--- config.mk ---
export PLATFORM = sky130hd
export DESIGN_NAME = irq_level_ctrl
export DESIGN_NICKNAME = d
export VERILOG_FILES = /design/src/rtl/irq_lvl_pkg.sv /design/src/rtl/irq_flag_bank.sv /design/src/rtl/irq_prio_pick.sv /design/src/rtl/irq_gate_ctrl.sv /design/src/rtl/irq_level_ctrl.sv
export SDC_FILE = /design/constraint.sdc
export NUM_CORES = 1
export LEC_CHECK = 0
export BUFFER_PORTS_ARGS = -buffer_cell sky130_fd_sc_hd__buf_4
export CORE_MARGIN = 4
export CORE_UTILIZATION = 50
export DETAILED_ROUTE_END_ITERATION = 12
export HOLD_SLACK_MARGIN = 0.12
export PLACE_DENSITY = 0.83
export SKIP_LAST_GASP = 1
export SLEW_MARGIN = 20
export SYNTH_ARGS = -nofsm -noshare
export SYNTH_HDL_FRONTEND = slang
export SYNTH_SLANG_ARGS = --single-unit
--- constraint.sdc ---
create_clock -name clk -period 3.55 [get_ports clk]
set_clock_uncertainty 0.05 [all_clocks]
set_input_delay 0.355 -clock clk [delete_from_list [all_inputs] [get_ports clk]]
set_output_delay 0.355 -clock clk [all_outputs]
set_load 0.05 [all_outputs]
--- src/rtl/irq_lvl_pkg.sv ---
package irq_lvl_pkg;

  typedef enum logic [1:0] {
    SEL_FLAG = 2'd0,
    SEL_MASK = 2'd1,
    SEL_GDIS = 2'd2,
    SEL_NONE = 2'd3
  } reg_sel_e;

endpackage

--- src/rtl/irq_flag_bank.sv ---
module irq_flag_bank #(
  parameter int LVL_N = 6
) (
  input  logic             clk,
  input  logic             rst_n,
  input  logic [LVL_N-1:0] set_vec,
  input  logic [LVL_N-1:0] clr_vec,
  output logic [LVL_N-1:0] flag_q
);

  // a fresh request outranks any clear in the same cycle
  always_ff @(posedge clk or negedge rst_n) begin
    if (!rst_n) flag_q <= '0;
    else        flag_q <= (flag_q & ~clr_vec) | set_vec;
  end

endmodule

--- src/rtl/irq_prio_pick.sv ---
module irq_prio_pick #(
  parameter int LVL_N = 6,
  parameter int VEC_W = 8,
  localparam int NUM_W = $clog2(LVL_N + 1)
) (
  input  logic [LVL_N-1:0] elig,
  output logic [LVL_N-1:0] grant_oh,
  output logic             any,
  output logic [VEC_W-1:0] lvl_vec
);

  logic [LVL_N:0]   higher;
  logic [NUM_W-1:0] lvl_num;

  assign higher[0] = 1'b0;

  for (genvar g = 0; g < LVL_N; g++) begin : g_chain
    assign grant_oh[g]   = elig[g] & ~higher[g];
    assign higher[g + 1] = higher[g] | elig[g];
  end

  assign any = higher[LVL_N];

  always_comb begin
    lvl_num = '0;
    for (int i = LVL_N - 1; i >= 0; i--) begin
      if (elig[i]) lvl_num = NUM_W'(i + 1);
    end
  end

  // two words per vector slot
  assign lvl_vec = VEC_W'({lvl_num, 1'b0});

endmodule

--- src/rtl/irq_gate_ctrl.sv ---
module irq_gate_ctrl #(
  parameter int               VEC_W   = 8,
  parameter logic [VEC_W-1:0] NMI_VEC = VEC_W'(36)
) (
  input  logic             clk,
  input  logic             rst_n,
  input  logic             lvl_any,
  input  logic [VEC_W-1:0] lvl_vec,
  input  logic             nmi_req,
  input  logic             irq_ready,
  input  logic             gdis_wr,
  input  logic             gdis_wval,
  output logic             irq_valid,
  output logic             irq_nmi,
  output logic [VEC_W-1:0] irq_vector,
  output logic             gdis_q,
  output logic             nmi_pend_q,
  output logic             take_lvl
);

  logic hs;

  assign irq_valid  = nmi_pend_q | lvl_any;
  assign irq_nmi    = nmi_pend_q;
  assign irq_vector = nmi_pend_q ? NMI_VEC : lvl_vec;
  assign hs         = irq_valid & irq_ready;
  assign take_lvl   = hs & ~nmi_pend_q;

  always_ff @(posedge clk or negedge rst_n) begin
    if (!rst_n)                  nmi_pend_q <= 1'b0;
    else if (nmi_req)            nmi_pend_q <= 1'b1;
    else if (hs && nmi_pend_q)   nmi_pend_q <= 1'b0;
  end

  always_ff @(posedge clk or negedge rst_n) begin
    if (!rst_n)       gdis_q <= 1'b1;
    else if (hs)      gdis_q <= 1'b1;
    else if (gdis_wr) gdis_q <= gdis_wval;
  end

endmodule

--- src/rtl/irq_level_ctrl.sv ---
module irq_level_ctrl
  import irq_lvl_pkg::*;
#(
  parameter int               LVL_N   = 6,
  parameter int               REG_W   = 8,
  parameter int               VEC_W   = 8,
  parameter logic [VEC_W-1:0] NMI_VEC = VEC_W'(36)
) (
  input  logic             clk,
  input  logic             rst_n,
  input  logic [LVL_N-1:0] lvl_req,
  input  logic             nmi_req,
  input  logic [1:0]       reg_sel,
  input  logic             reg_wr,
  input  logic [REG_W-1:0] reg_wdata,
  output logic [REG_W-1:0] reg_rdata,
  output logic             irq_valid,
  input  logic             irq_ready,
  output logic             irq_nmi,
  output logic [VEC_W-1:0] irq_vector
);

  logic             wr_flag, wr_mask, wr_gdis;
  logic [LVL_N-1:0] flag_q, mask_q, elig, grant_oh, clr_vec;
  logic [VEC_W-1:0] lvl_vec;
  logic             lvl_any, gdis_q, nmi_pend_q, take_lvl;
  logic             unused_wbits;

  assign wr_flag = reg_wr && (reg_sel == SEL_FLAG);
  assign wr_mask = reg_wr && (reg_sel == SEL_MASK);
  assign wr_gdis = reg_wr && (reg_sel == SEL_GDIS);
  assign unused_wbits = ^reg_wdata[REG_W-1:LVL_N];

  // enables are not touched by reset
  always_ff @(posedge clk) begin
    if (wr_mask) mask_q <= reg_wdata[LVL_N-1:0];
  end

  assign elig    = flag_q & mask_q & {LVL_N{~gdis_q}};
  assign clr_vec = (wr_flag ? reg_wdata[LVL_N-1:0] : '0)
                 | (take_lvl ? grant_oh : '0);

  irq_flag_bank #(.LVL_N(LVL_N)) u_flags (
    .clk     (clk),
    .rst_n   (rst_n),
    .set_vec (lvl_req),
    .clr_vec (clr_vec),
    .flag_q  (flag_q)
  );

  irq_prio_pick #(.LVL_N(LVL_N), .VEC_W(VEC_W)) u_pick (
    .elig     (elig),
    .grant_oh (grant_oh),
    .any      (lvl_any),
    .lvl_vec  (lvl_vec)
  );

  irq_gate_ctrl #(.VEC_W(VEC_W), .NMI_VEC(NMI_VEC)) u_gate (
    .clk        (clk),
    .rst_n      (rst_n),
    .lvl_any    (lvl_any),
    .lvl_vec    (lvl_vec),
    .nmi_req    (nmi_req),
    .irq_ready  (irq_ready),
    .gdis_wr    (wr_gdis),
    .gdis_wval  (reg_wdata[0]),
    .irq_valid  (irq_valid),
    .irq_nmi    (irq_nmi),
    .irq_vector (irq_vector),
    .gdis_q     (gdis_q),
    .nmi_pend_q (nmi_pend_q),
    .take_lvl   (take_lvl)
  );

  always_comb begin
    case (reg_sel)
      SEL_FLAG: reg_rdata = REG_W'(flag_q);
      SEL_MASK: reg_rdata = REG_W'(mask_q);
      SEL_GDIS: reg_rdata = REG_W'(gdis_q);
      default:  reg_rdata = '0;
    endcase
  end

endmodule

==> out/results.txt, run 1 <==
Outcome - completed
Clock power frac - 23.7%
Yosys warnings - 0
Multi-input gate area - 457 um2
Die Footprint - 2550 um2
Yosys reg bits - 14
Drt wl/cell - 15.7 um
Max Slew Vio Count - 0
Clk sinks - 14
First-pass GRT wire length - 3.51 mm
Total global routing overflow - 0
First DRT Iteration DRCs - 31
CTS max path bufs - 2
Drt drc - 0
Initial core utilization - 52.3%
Most used routing layer - met2
Leading area contributor after synthesis - edfxtp_1
Max Cap Viol - 0
Fin nets - 137
Worst-Skew Late Latency - 0.28 ns
CP endpoint kind - primary output
EDFF count, synth - 6
Synth-to-Final Area Change - 26.0%
CP max-delay cell - dfstp_2
Levels on crit path - 4
Avg Synthesized Cell Area - 10.6 um2
R2R cell count - 3
Critical path buffers and inverters - 1
Asr flop ratio synth - 57.1%
WL final - 2.20 mm
Slew headroom - 60.9%
Req. time, crit path - 3.14 ns
Synthesized cell area - 903 um2
Post-DR vias/cell - 5.65
GPL Wtd Cong - 0.834
CTS tree - yes
Crit start category - flop
Area fraction of the dominant cell type after synthesis - 19.9%
Final number of hold-violating endpoints - 0
Die Wd - 50.5 um
Fin cells - 140
Crit-path cells - a21oi_2 -> nor2b_1 -> a2111oi_1 -> buf_4
Seq pwr share - 46.9%
IO buf count - 30
Syn Inst Count - 85
Worst IR Drop VDD - 0.247 mV
Combinational share of power - 29.4%
CP max stage delay - 0.67 ns
Vias - 791
Top delay family on crit path - flip-flops
Resized cells post-CTS - 0
Core box area - 1730 um2
Final Cycle Share - 65.4%
FP Rows - 15
Design Area, Final - 1140 um2
CP Max Fanout - 11
Flip-flop and latch area - 382 um2
Critical setup path kind - flop to primary output
PD cells - 356 nW/um2
M2 GR Usage - 32.8%
Share of layout cells above drive strength 1 - 34.8%
Fmax - 0.430 GHz
RSZ-0062 raised after global routing - no
Final setup violation count - 0
Hold/Removal Path Class - input pin to flop
Final ANT Viol Nets - 0
Total CTS buffers - 3
Fill cell count - 163
Sw Share - 34.9%
Largest net degree at the start of global routing - 12
Sequential element share of the synthesized area - 42.2%
Met3 GRT Util - 2.97%
Cell count after placement - 135
Met1 Track Usage GR - 21.3%
Data arrival, critical path - 1.92 ns
Leak Pwr - 0.000504 uW
Most frequent cells after synthesis - nand2_1 (9), buf_4 (8), dfrtp_1 (7), mux2i_1 (7)
Root Buffer - clkbuf_4
CTS HTree Levels - 1
Switching power of the nets - 141 uW
TritonRoute pass-1 iters - 4
Ys flop type - dfrtp_1
Total track usage - 18.3%
Placed inst area - 1100 um2
N_diodes - 0
Post-DP HPWL - 1.68 mm
Die Y - 50.5 um
Vias in the first global route - 799
Fin crit period - 2.32 ns
Pint - 264 uW
I/O pin count - 39
Clock transition at path regs - 0.09 ns
Synth top area cells - edfxtp_1 (20%), dfrtp_1 (19%), mux2i_1 (7.8%), buf_4 (6.6%), nor3b_4 (4.2%)
Synth unique cells - 37
Depth of the worst hold-timing path - 2
Worst-margin pin slew - 0.584 ns
Initial antenna violation count - 0
Most numerous cell in the Yosys netlist - nand2_1
Setup TNS - 0 ns
[registers in the layout, summed over array words and instances (netlist names)]
signal	count
u_gate.irq_nmi	1
mask_q	6
u_gate.gdis_q	1
u_flags.flag_q	6
[final cells by class]
type / instances / area share, %
multi-input combinational: 64 / 40.1
sequential: 14 / 33.5
timing repair buffer: 31 / 20.7
tap: 25 / 2.75
clock buffer: 4 / 2.31
inverter: 2 / 0.659
[cells by family after synthesis]
kind of cell / count (synthesis) / share of synthesized area (%)
flops: 14 / 42.2
buf+inv: 12 / 9.28
compound gates: 24 / 21.5
mux: 7 / 7.76
other cells: 1 / 0.415
simple gates: 27 / 18.8
[layer usage]
metal / up-vias / part of all wire, %
li1: 371 / -
met1: 375 / 39
met2: 41 / 52
met3: 4 / 7.2
met4: 0 / 1.0
met5: - / 0
[stage by stage]
stage / hold WS [ns] / total power, uW / utilization (%) / worst slack, ns
6_report: 0.196 / 405 / 65.9 / 1.23
5_1_grt: 0.195 / 424 / 65.9 / 1.16
4_1_cts: 0.195 / 406 / 65.9 / 1.27
3_5_place_dp: 0.136 / 311 / 63.8 / 1.59
3_3_place_gp: 0.133 / 309 / 63.8 / 1.62
2_1_floorplan: 0.00941 / 277 / - / 0.538
[power groups by stage]
stage | registers (uW) | clock network, uW | logic (uW)
after floorplan | 190 | 0 | 86.4
after detailed placement | 193 | 0 | 118
after global routing | 191 | 106 | 127
final | 190 | 95.9 | 119
after CTS | 189 | 96.8 | 120
after global placement | 192 | 0 | 117
[worst paths after layout]
| kind | startpoint | end | slack, ns |
|---|---|---|---|
| setup / recovery | u_gate.gdis_q | irq_vector[1] | 1.23 |
| hold / removal | lvl_req[1] | u_flags.flag_q[1] | 0.20 |
| setup reg to reg | u_gate.gdis_q | u_flags.flag_q[4] | 2.14 |
| hold reg to reg | u_flags.flag_q[1] | u_flags.flag_q[1] | 0.47 |
| max in group asynchronous | rst_n | u_gate.gdis_q | 2.86 |
| min in group asynchronous | rst_n | u_flags.flag_q[5] | 0.37 |
[cell usage in the layout (no fill, tap or decap), drive strengths merged, types with 3 or more instances in the layout]
cell    synthesis  final
mux2i           7      7
dfrtp           7      7
a21o            4      4
conb            1      6
clkbuf          0      4
buf            10     30
nor2            6      6
edfxtp          6      6
nand2           9      9
and4b           3      3
[repair_timing]
item | CTS | global route
hold buffers | 1 | 0
hold endpoints to repair | 8 | 0
buffers inserted | 0 | 0
(Power assumes the default switching activity.)
==> inputs of run 2 (changes only) <==
- ABC_AREA: unset -> 1
- CORE_UTILIZATION: 50 -> 42
- PLACE_DENSITY: 0.83 -> 0.75
- clock period: 3.55 -> 2.1 ns (I/O delays scaled with it)
==> run 2 against run 1 <==
Net effect:
- register-to-register slack lost 1.4 ns
- non-clock buffer count grew 14
- sequential cell count is the same
- setup slack lost 0.94 ns
- hold slack lost 0.067 ns
- synthesized cell count grew 31%
- combinational power grew 110%
- cell area grew 15%
- sequential share of layout area shrank 4.3 points
- critical path depth grew 1
- count of clock-buffer cells in the layout shrank 1
- sequential power grew 64%
- largest cell class unchanged
==> out/results.txt, run 2 <==
Outcome - completed
Leading area contributor after synthesis - edfxtp_1
Setup TNS - 0 ns (unchanged)
Die Wd - 54.3 um (+7.5%)
CTS HTree Levels - 1 (unchanged)
Most frequent cells after synthesis - nand2_1 (31), inv_1 (11), buf_4 (7), dfrtp_1 (7), nand3_1 (7)
Total track usage - 16.3% (-2.0 points)
Vias - 852 (+7.7%)
WL met3 - 124 um (-22%)
Fin cells - 184 (+31%)
Leak Pwr - 0.000641 uW (+27%)
WL final - 2.18 mm (-0.82%)
Final number of hold-violating endpoints - 0 (unchanged)
Hold/Removal Path Class - input pin to flop
# hold bufs at CTS - 14 (+13)
Hold endpoint - u_gate.irq_nmi
WL met2 - 1.12 mm (-2.6%)
Yosys warnings - 0 (unchanged)
Largest net degree at the start of global routing - 9 (-3)
PD cells - 547 nW/um2 (+54%)
Clk sinks - 14 (unchanged)
Slew headroom - 66.6% (+5.7 points)
Yosys reg bits - 14 (unchanged)
Hold path start - irq_ready
Root Buffer - clkbuf_4
Drt wl/cell - 11.8 um (-25%)
TritonRoute pass-1 iters - 4 (unchanged)
Worst-Skew Late Latency - 0.28 ns (about the same)
Fill cell count - 178 (+9.2%)
Placed inst area - 1140 um2 (+3.4%)
Post-DP HPWL - 1.69 mm (+0.57%)
Asr flop ratio synth - 57.1% (unchanged)
Initial antenna violation count - 0 (unchanged)
Post-CTS setup buffers - 0 (unchanged)
Synth unique cells - 26 (-30%)
Final ANT Viol Nets - 0 (unchanged)
Data arrival, critical path - 1.55 ns (-0.37 ns)
Ys flop type - dfrtp_1
RSZ-0062 raised after global routing - no
GPL Wtd Cong - 0.873 (+4.7%)
Final Cycle Share - 86.2%
Final setup violation count - 0 (unchanged)
Synth-to-Final Area Change - 45.0%
Most frequent cells in the layout - nand2_1 (31), buf_4 (31), dlygate4sd3_1 (14)
Die Footprint - 2950 um2 (+16%)
R2R cell count - 7 (+4)
Depth of the worst hold-timing path - 2 (unchanged)
R2r setup slk - 0.71 ns (-1.43 ns)
Total global routing overflow - 0 (unchanged)
Synthesized cell area - 901 um2 (-0.28%)
Clock transition at path regs - 0.08 ns (about the same)
CTS tree - yes
Fmax - 0.552 GHz
Vias in the first global route - 822 (+2.9%)
Total CTS buffers - 3 (unchanged)
N_diodes - 0 (unchanged)
Syn Inst Count - 111 (+31%)
Fin nets - 179 (+31%)
CP Max Fanout - 7 (-4)
Max Cap Viol - 0 (unchanged)
Most numerous cell in the Yosys netlist - nand2_1
Post-DR vias/cell - 4.63 (-18%)
Cell count after placement - 166 (+23%)
Avg Synthesized Cell Area - 8.12 um2 (-24%)
EDFF count, synth - 6 (unchanged)
Share of layout cells above drive strength 1 - 31.8% (-2.9 points)
M1 WL - 916 um (+5.5%)
Reg2Reg Launch Point - u_gate.gdis_q
Resized cells post-CTS - 0 (unchanged)
CP endpoint kind - primary output
Crit start category - flop
Design Area, Final - 1310 um2 (+15%)
Critical setup path kind - flop to primary output
Worst IR Drop VDD - 0.372 mV (+50%)
I/O pin count - 39 (unchanged)
R2R Path End - u_flags.flag_q[1]
IO buf count - 30 (unchanged)
FP Rows - 16 (+1)
Power, Total - 714 uW (+76%)
Core box area - 2000 um2 (+16%)
Worst-margin pin slew - 0.499 ns (-0.0847 ns)
Drt drc - 0 (unchanged)
Die Y - 54.3 um (+7.5%)
Req. time, crit path - 1.84 ns (-1.30 ns)
CTS max path bufs - 2 (unchanged)
Regs by FF count - mask_q x6, u_flags.flag_q x6
Synth top area cells - edfxtp_1 (20%), dfrtp_1 (19%), nand2_1 (13%), buf_4 (5.8%), inv_1 (4.6%)
First DRT Iteration DRCs - 10 (-68%)
Fin crit period - 1.81 ns
Initial core utilization - 45.0% (-7.3 points)
Max Slew Vio Count - 0 (unchanged)
Area fraction of the dominant cell type after synthesis - 20.0% (+0.055 points)
Top routing layer in use - met4
First-pass GRT wire length - 3.35 mm (-4.5%)
Sequential element share of the synthesized area - 42.4% (+0.12 points)
run 2: cell count changes after synthesis, moves of 3 or more:
| cell | previous run | this run |
|---|---|---|
| nor3_1 | 0 | 3 |
| inv_2 | 0 | 5 |
| a22o_1 | 1 | 4 |
| mux2i_1 | 7 | 0 |
| inv_1 | 2 | 11 |
| nand2_1 | 9 | 31 |
| a21o_1 | 4 | 0 |
| nand3_1 | 1 | 7 |
| o21ai_1 | 0 | 3 |
| nand4_1 | 1 | 5 |
run 2: worst max-delay path, cell delays in order, from the launching register on:
cell and delay (ns):
dfstp_2 0.57, inv_2 0.09, nand3_2 0.12, nand2_4 0.09, nor3_2 0.18, buf_4 0.22
run 2: per-layer routing:
layer	vias to the layer above	track usage, %
met5	-	0
met4	0	6.22
met3	3	3.27
met2	30	29.7
met1	378	18.4
li1	441	-
run 2: layout make-up:
type / count / area [um2] / area share, %
Multi-Input combinational cell: 77 / 428 / 32.8
Timing Repair Buffer: 45 / 373 / 28.5
Clock inverter: 1 / 3.75 / 0.287
Sequential cell: 14 / 382 / 29.2
Clock buffer: 3 / 22.5 / 1.72
Tap cell: 27 / 33.8 / 2.59
Inverter: 17 / 63.8 / 4.89
run 2: power breakdown:
part | switching, uW | total [uW] | internal, uW
Clock | 87.9 | 157 | 69.0
Sequential | 10.7 | 311 | 300
Combinational | 158 | 247 | 88.8
Total | 256 | 714 | 458
run 2: stage by stage:
stage                     hold WS (ns)  setup WS [ns]  utilization, %
after floorplan                 -0.136          0.320               -
after global placement        -0.00990          0.592            56.9
after detailed placement      -0.00915          0.579            56.9
after CTS                        0.121          0.268            65.3
after global routing             0.132          0.157            65.3
final                            0.130          0.289            65.3
run 2: logic make-up after synthesis:
family | share of synthesized area, %
AOI/OAI and AO/OA | 7.92
DFF | 42.4
other | 0.416
and+or+nand+nor | 36.0
buffers and inverters | 13.3
run 2: worst max-delay path by stage:
stage	startpoint	end	slack, ns
2_1_floorplan	u_gate.irq_nmi	irq_vector[3]	0.32
3_3_place_gp	u_gate.gdis_q	irq_vector[3]	0.59
3_5_place_dp	u_gate.gdis_q	irq_vector[3]	0.58
4_1_cts	u_gate.gdis_q	irq_vector[3]	0.27
5_1_grt	u_gate.gdis_q	irq_vector[1]	0.16
6_report	u_gate.gdis_q	irq_vector[3]	0.29
